File: src/rtl/aud_route_pkg.sv
package aud_route_pkg;
  localparam int SEL_W = 4;
  localparam int NR_W  = 2;

  typedef enum logic [SEL_W-1:0] {
    SRC_MUTE   = 4'd0,
    SRC_LEFT   = 4'd1,
    SRC_RIGHT  = 4'd2,
    SRC_SUM    = 4'd3,
    SRC_SAP    = 4'd4,
    SRC_SAPBPF = 4'd5,
    SRC_NRBPF  = 4'd6,
    SRC_DAC    = 4'd7,
    SRC_VCO    = 4'd8
  } src_t;

  typedef enum logic [NR_W-1:0] {
    NR_MUTE = 2'd0,
    NR_DIFF = 2'd1,
    NR_SAP  = 2'd2
  } nr_t;
endpackage

File: src/rtl/aud_flag_filter.sv
module aud_flag_filter #(
  parameter int HOLD_CYCLES = 4
) (
  input  logic clk,
  input  logic rst,
  input  logic raw,
  output logic filt
);
  localparam int CNT_W = $clog2(HOLD_CYCLES) + 1;
  localparam logic [CNT_W-1:0] LAST = CNT_W'(HOLD_CYCLES - 1);

  logic [CNT_W-1:0] cnt;

  always_ff @(posedge clk) begin
    if (rst) begin
      cnt  <= '0;
      filt <= 1'b0;
    end else if (raw == filt) begin
      cnt <= '0;
    end else if (cnt == LAST) begin
      cnt  <= '0;
      filt <= raw;
    end else begin
      cnt <= cnt + 1'b1;
    end
  end

  // the filtered flag only ever moves to the value the raw input had
  p_follow_raw_r11: assert property (@(posedge clk) disable iff (rst)
    (filt != $past(filt)) |-> (filt == $past(raw)));

  // the run counter never passes the hold window
  p_cnt_bound_r11: assert property (@(posedge clk) disable iff (rst)
    cnt < CNT_W'(HOLD_CYCLES));
endmodule

File: src/rtl/aud_route_resolve.sv
module aud_route_resolve
  import aud_route_pkg::*;
(
  input  logic sap_mode,
  input  logic fomo,
  input  logic sap_force,
  input  logic unmute,
  input  logic test_filt,
  input  logic test_dac,
  input  logic st_ok,
  input  logic sap_ok,
  input  logic noise_ok,
  output src_t left_nxt,
  output src_t right_nxt,
  output nr_t  nr_nxt,
  output logic soft_nxt
);
  logic sap_out;

  always_comb begin
    sap_out = sap_mode && (sap_force || sap_ok);

    if (test_dac) begin
      left_nxt  = SRC_DAC;
      right_nxt = SRC_VCO;
    end else if (test_filt) begin
      left_nxt  = SRC_SAPBPF;
      right_nxt = SRC_NRBPF;
    end else if (!unmute) begin
      left_nxt  = SRC_MUTE;
      right_nxt = SRC_MUTE;
    end else if (fomo) begin
      left_nxt  = SRC_SUM;
      right_nxt = sap_out ? SRC_SAP : SRC_SUM;
    end else if (sap_out) begin
      left_nxt  = SRC_SAP;
      right_nxt = SRC_SAP;
    end else if (st_ok) begin
      left_nxt  = SRC_LEFT;
      right_nxt = SRC_RIGHT;
    end else begin
      left_nxt  = SRC_SUM;
      right_nxt = SRC_SUM;
    end

    if (sap_out)            nr_nxt = NR_SAP;
    else if (st_ok && !fomo) nr_nxt = NR_DIFF;
    else                    nr_nxt = NR_MUTE;

    soft_nxt = !sap_ok || noise_ok;
  end
endmodule

File: src/rtl/aud_route_ctrl.sv
module aud_route_ctrl
  import aud_route_pkg::*;
#(
  parameter int HOLD_CYCLES = 4
) (
  input  logic             clk,
  input  logic             rst,
  input  logic             sap_mode,
  input  logic             fomo,
  input  logic             sap_force,
  input  logic             unmute,
  input  logic             test_filt,
  input  logic             test_dac,
  input  logic             det_stereo,
  input  logic             det_sap,
  input  logic             det_noise,
  output logic [SEL_W-1:0] left_sel,
  output logic [SEL_W-1:0] right_sel,
  output logic [NR_W-1:0]  nr_sel,
  output logic             sap_soft_mute
);
  localparam int NFLAG = 3;

  logic [NFLAG-1:0] raw_flags;
  logic [NFLAG-1:0] ok_flags;
  src_t left_nxt, right_nxt;
  nr_t  nr_nxt;
  logic soft_nxt;

  assign raw_flags = {det_noise, det_sap, det_stereo};

  for (genvar g = 0; g < NFLAG; g++) begin : g_flt
    aud_flag_filter #(.HOLD_CYCLES(HOLD_CYCLES)) u_flt (
      .clk  (clk),
      .rst  (rst),
      .raw  (raw_flags[g]),
      .filt (ok_flags[g])
    );
  end

  aud_route_resolve u_res (
    .sap_mode  (sap_mode),
    .fomo      (fomo),
    .sap_force (sap_force),
    .unmute    (unmute),
    .test_filt (test_filt),
    .test_dac  (test_dac),
    .st_ok     (ok_flags[0]),
    .sap_ok    (ok_flags[1]),
    .noise_ok  (ok_flags[2]),
    .left_nxt  (left_nxt),
    .right_nxt (right_nxt),
    .nr_nxt    (nr_nxt),
    .soft_nxt  (soft_nxt)
  );

  always_ff @(posedge clk) begin
    if (rst) begin
      left_sel      <= SRC_MUTE;
      right_sel     <= SRC_MUTE;
      nr_sel        <= NR_MUTE;
      sap_soft_mute <= 1'b1;
    end else begin
      left_sel      <= left_nxt;
      right_sel     <= right_nxt;
      nr_sel        <= nr_nxt;
      sap_soft_mute <= soft_nxt;
    end
  end

  p_dac_first_r2: assert property (@(posedge clk) disable iff (rst)
    test_dac |=> (left_sel == SRC_DAC && right_sel == SRC_VCO));

  p_filt_test_r3: assert property (@(posedge clk) disable iff (rst)
    (!test_dac && test_filt) |=> (left_sel == SRC_SAPBPF && right_sel == SRC_NRBPF));

  p_mute_r4: assert property (@(posedge clk) disable iff (rst)
    (!test_dac && !test_filt && !unmute) |=> (left_sel == SRC_MUTE && right_sel == SRC_MUTE));

  p_mono_left_r8: assert property (@(posedge clk) disable iff (rst)
    (!test_dac && !test_filt && unmute && fomo) |=> (left_sel == SRC_SUM));

  p_sap_forced_r6: assert property (@(posedge clk) disable iff (rst)
    (!test_dac && !test_filt && unmute && !fomo && sap_mode && sap_force)
      |=> (left_sel == SRC_SAP && right_sel == SRC_SAP && nr_sel == NR_SAP));

  p_nr_code_r10: assert property (@(posedge clk) disable iff (rst)
    nr_sel <= NR_SAP);
endmodule

File: config.mk
export PLATFORM = sky130hd
export DESIGN_NAME = aud_route_ctrl
export DESIGN_NICKNAME = d
export VERILOG_FILES = /design/src/rtl/aud_route_pkg.sv /design/src/rtl/aud_flag_filter.sv /design/src/rtl/aud_route_resolve.sv /design/src/rtl/aud_route_ctrl.sv
export SDC_FILE = /design/constraint.sdc
export NUM_CORES = 1
export LEC_CHECK = 0
export CORE_MARGIN = 8
export CORE_UTILIZATION = 52
export DETAILED_ROUTE_END_ITERATION = 8
export DONT_BUFFER_PORTS = 1
export GPL_TIMING_DRIVEN = 0
export HOLD_SLACK_MARGIN = 0.05
export PLACE_DENSITY = 0.73
export SETUP_SLACK_MARGIN = 0.05
export SYNTH_ARGS = -nofsm -noshare
export SYNTH_HDL_FRONTEND = slang
export SYNTH_SLANG_ARGS = --single-unit
File: constraint.sdc
create_clock -name clk -period 1.2 [get_ports clk]
set_clock_uncertainty 0.15 [all_clocks]
set_input_delay 0.24 -clock clk [delete_from_list [all_inputs] [get_ports clk]]
set_output_delay 0.24 -clock clk [all_outputs]
set_load 0.05 [all_outputs]
Word-level counts from Yosys, hierarchy flattened. Index checks and enable logic that the tools add are counted.

Add/subtract/negate cells: 3. Equal/unequal tests: 6. Mux-type cells: 15. Bitwise logic cells: 4. Reductions and logical operators: 16.

Operator list (count): 4-bit two-way mux (5); 3-bit two-way mux (6); 3-bit by 1-bit adder with 3-bit output, second input constant (3); 3-bit by 2-bit equality test with 1-bit output, second input constant (3); 3-bit OR reduction (3); 2-bit AND reduction (3); 6-bit OR reduction (1); 2-bit two-way mux (2); 1-bit NOT (4); 2-bit OR reduction (2); 4-bit OR reduction (1); 1-bit equality test (3); 1-bit logical AND (2); 1-bit zero test (2); 1-bit logical OR (2); 1-bit two-way mux (2).

Flip-flop bits (word level): 23. Input bits: 11. Output and inout bits: 11. Logic and storage cells: 58.

Longest topological paths before layout.
Word-level depth: 7. Mapped depth: 4.

Hierarchy. Synthesis repeated with hierarchy kept, for this count alone.

Cells, all modules: 85. Area, all modules: 919.6 sq um.

By module, submodules not included: aud_flag_filter (times used 3, cells each 13, area an instance 158.9 sq um); aud_route_ctrl (times used 1, cells each 23, area an instance 300.3 sq um); aud_route_resolve (times used 1, cells each 23, area an instance 142.6 sq um).

Worst setup path after synthesis. OpenSTA, ideal clock, no wires.

Kind: reg2reg. Start point: register g_flt[0].u_flt.cnt[0]. End point: register g_flt[0].u_flt.cnt[2]. Library setup time: 92 ps. Arrival: 980 ps. Data required time: 958 ps. Slack: -22 ps. Stages on the path, launching flop included: 4. Clock period less this slack: 1222 ps. Cells stage by stage: dfxtp_1 ha_1 ha_1 nor4_1.

Cells in the longest elaborated chain, start to end: 2. Elaborated cells between the ends (all ways): 3.

RTL lines: start: declaration (RTL line aud_flag_filter.sv:12) `logic [CNT_W-1:0] cnt;`; start signal: assignment (RTL line aud_flag_filter.sv:24) `cnt <= cnt + 1'b1;`; parallel branches: the longest is 2 deep, another holds 3-bit by 1-bit adder with 3-bit output.

Several ways; the timed one is not identified. A chain may end at the register's enable or synchronous reset.

Worst setup path in the final report.
Start point: input det_noise. End point: register g_flt[2].u_flt.cnt[1].

Cells in the longest elaborated chain, start to end: 2.

RTL lines: start: declaration (RTL line aud_route_ctrl.sv:16) `input logic det_noise,`; 1-bit equality test (RTL line aud_flag_filter.sv:18) `end else if (raw == filt) begin`; 3-bit OR reduction (no line); end signal: assignment (RTL line aud_flag_filter.sv:24); end: declaration (RTL line aud_flag_filter.sv:12).

No other way between the ends.

==> impl_metrics.tcl <==
set metrics [dict create \
    whs_ns -0.0280 \
    pwr-share-clk_pct 29.4 \
    reg2reg_to "g_flt[2].u_flt.cnt[1]" \
    fmax_mhz 846 \
    muxShareOfSynthArea_pct 3.58 \
    fp.coreArea_um2 1510 \
    tritoncts "built" \
    cap_violations 0 \
    synth_top_family_by_area "simple AND/OR/NAND/NOR gates" \
    io_pins 22 \
    clk_latency_ns 0.30 \
    fin_crit_sh_pct 98.5 \
    clock-sinks 22 \
    synthAdderAreaFrac_pct 8.94 \
    crit_end "g_flt[2].u_flt.cnt[1]" \
    clk_path_buf_depth 2 \
    ys_top_cells_by_area "dfxtp_1 (52%), ha_1 (8.9%), nor4_1 (4.5%), nor4b_1 (4.2%), or3b_1 (4.2%)" \
    p_comb_share_pct 9.4 \
    rows 14 \
    yosysUniqueCellTypes 25 \
    ys.warnings.count 0 \
    drv_slew 0 \
    startpoint "det_noise" \
    setup_viol 0 \
    r2r_cells 3 \
    drt_iter0_drc 1 \
    cts-buffers-inserted 3 \
    wl_per_cell_um 16.2 \
    p_sw_mw 0.341 \
    antenna_found_initial 0 \
    grt_pass1_vias 629 \
    grt-ovfl-total 0 \
    worstPathArrival_ns 1.24 \
    drtAntennaViolNets 0 \
    drt_wl_total_um 1700 \
    syn_inst 75 \
    insertedDiodeCount 0 \
    start_kind "input pin" \
    route.detailed.drc 0 \
    synth_simple_gate_area_share_pct 22.7 \
    end_kind "register" \
    p_leak_nw 0.418 \
    ff2ff_setup_slack_ns 0.03 \
    nets 107 \
    dr.pass1.iters 6 \
    synth_top_area_share_pct 52.5 \
    p_sw_share_pct 25.3 \
    ys_seq_elements 22 \
    hold_viol_final 5 \
    synth_compound_area_share_pct 5.37 \
    dieArea_um2 3160 \
    yosysTopAreaCell "dfxtp_1" \
    p_per_area_nw_per_um2 1130 \
    hp-class "input pin to register" \
    die_w_um 56.2 \
    syn-cell-area_um2 840 \
    cp.required_ns 1.26 \
    cts_hold_buf 9 \
    layout-drive-gt1-share_pct 49.4 \
    cts_root_buf "clkbuf_4" \
    violations "negative hold slack" \
    syn_avg_cell_area_um2 11.2 \
    track_usage_pct 11.1 \
    ir_drop_mv 0.941 \
    crit_fanout 3 \
    place_hpwl_um 1160 \
    status "complete, but fails checks" \
    chipHeight_um 56.2 \
    power.total_mw 1.35 \
    rsz0062_at_grt "true" \
    ys_seq_area_share_pct 52.5 \
    synth-xor-area-share_pct 3.13 \
    syn_nets 92 \
    crit_type "input pin to register" \
    min_period_ns 1.18 \
    grt_pass1_wl_um 2870 \
    via_per_inst 5.60 \
    cts.clk_slew.worst_paths_ns 0.11 \
    gp_congestion 0.682 \
    floorplan.initialDensity_pct 55.7 \
    io_buffers 0 \
    stdcell_area_um2 1190 \
    grt_max_degree 13 \
    pwr-share-seq_pct 61.2 \
    dpl-instance-area_um2 911 \
    htreeDepth 1 \
    intPower_mw 1.01 \
    area_growth_pct 41.6 \
    num_vias 588 \
    reg2reg_from "g_flt[2].u_flt.cnt[0]" \
]
cell families after synthesis:
group	count (synthesis)
xor+xnor	3
mux	3
flops	22
other cells	1
buf+inv	6
simple gates	27
compound gates	7
fa+ha+maj	6
worst max-delay path: stages:
cell and delay, ns:
dlygate4sd3_1 0.59, xnor2_2 0.18, nor4b_2 0.23
how the worst min path moves through the flow:
stage	start	to	slack (ns)	cells after the start
after floorplan	rst	right_sel[3]	0.17	1
after global placement	rst	right_sel[3]	0.18	1
after detailed placement	rst	right_sel[3]	0.19	1
after CTS	rst	right_sel[0]	-0.06	2
after global routing	rst	right_sel[0]	-0.03	2
final	rst	right_sel[0]	-0.03	2
cells in the mapped netlist:
cell	instances
or3b_1	4
mux2i_1	3
and2b_1	1
dfxtp_1	22
buf_4	1
o21ai_1	1
inv_1	3
a211oi_1	1
nor4b_1	4
or4b_1	1
a211o_1	1
nor2b_1	1
o22ai_1	1
nor3b_1	1
buf_2	2
nor2_1	5
conb_1	1
xnor2_1	3
nor4_1	6
o21ai_0	2
ha_1	6
nor3_1	2
and4bb_2	1
o21a_1	1
nor3_2	1
stage by stage:
stage	hold WS (ns)	cells	utilization (%)	setup TNS [ns]	setup WS [ns]
finish	-0.0280	105	78.9	0	0.0178
global route	-0.0311	105	78.9	-0.0542	-0.0282
CTS	-0.0555	105	76.5	0	0.0194
detailed placement	0.186	91	60.5	-0.0445	-0.0211
global placement	0.180	91	60.5	0	0.00866
floorplan	0.173	75	-	0	0.0562
final cells by class:
cell class	count	area [µm²]
fill	102	318
buffer	3	17.5
timing repair buffer	10	97.6
inverter	3	11.3
sequential	22	487
clock buffer	4	36.3
multi-input combinational	47	519
tap	16	20.0
routing by layer:
layer / up-vias / part of all wire (%) / global-route usage [%]
met5: - / 0 / 0
met4: 0 / 0 / 3.09
met3: 0 / 10 / 6.85
met2: 18 / 49 / 19.8
met1: 268 / 40 / 10.2
li1: 302 / - / -
power groups by stage:
stage               Clock, mW  Sequential [mW]  Combinational [mW]
finish                  0.396            0.824               0.127
global route            0.431            0.829               0.139
CTS                     0.409            0.824               0.119
detailed placement          0            0.844              0.0826
global placement            0            0.844              0.0801
floorplan                   0            0.840              0.0705
layout by cell type, fill, tap and decap left out, types with 2 or more instances in the layout:
master / synthesis / final
buf_2: 2 / 2
buf_4: 1 / 2
clkbuf_4: 0 / 3
dfxtp_1: 22 / 5
dfxtp_2: 0 / 7
dfxtp_4: 0 / 10
dlygate4sd3_1: 0 / 9
ha_4: 0 / 6
inv_1: 3 / 3
mux2i_1: 3 / 3
nor2_1: 5 / 5
nor3_1: 2 / 2
nor4_1: 6 / 3
nor4_2: 0 / 3
nor4b_2: 0 / 2
o21ai_1: 1 / 2
or3b_1: 4 / 4
xnor2_2: 0 / 3
flip-flops by register name (all words and copies together), names as in the netlist:
register	cells
g_flt.u_flt.cnt	9
right_sel	4
g_flt.u_flt.filt	3
left_sel	3
nr_sel	2
sap_soft_mute	1
what timing repair did:
item | CTS | global route
hold endpoints to repair | 15 | 7
buffers inserted | 1 | 0
pin swaps | 7 | 6
resized for setup | 34 | 9
cloned | 0 | 0
setup endpoints to repair | 25 | 29
(Power assumes the default switching activity.)
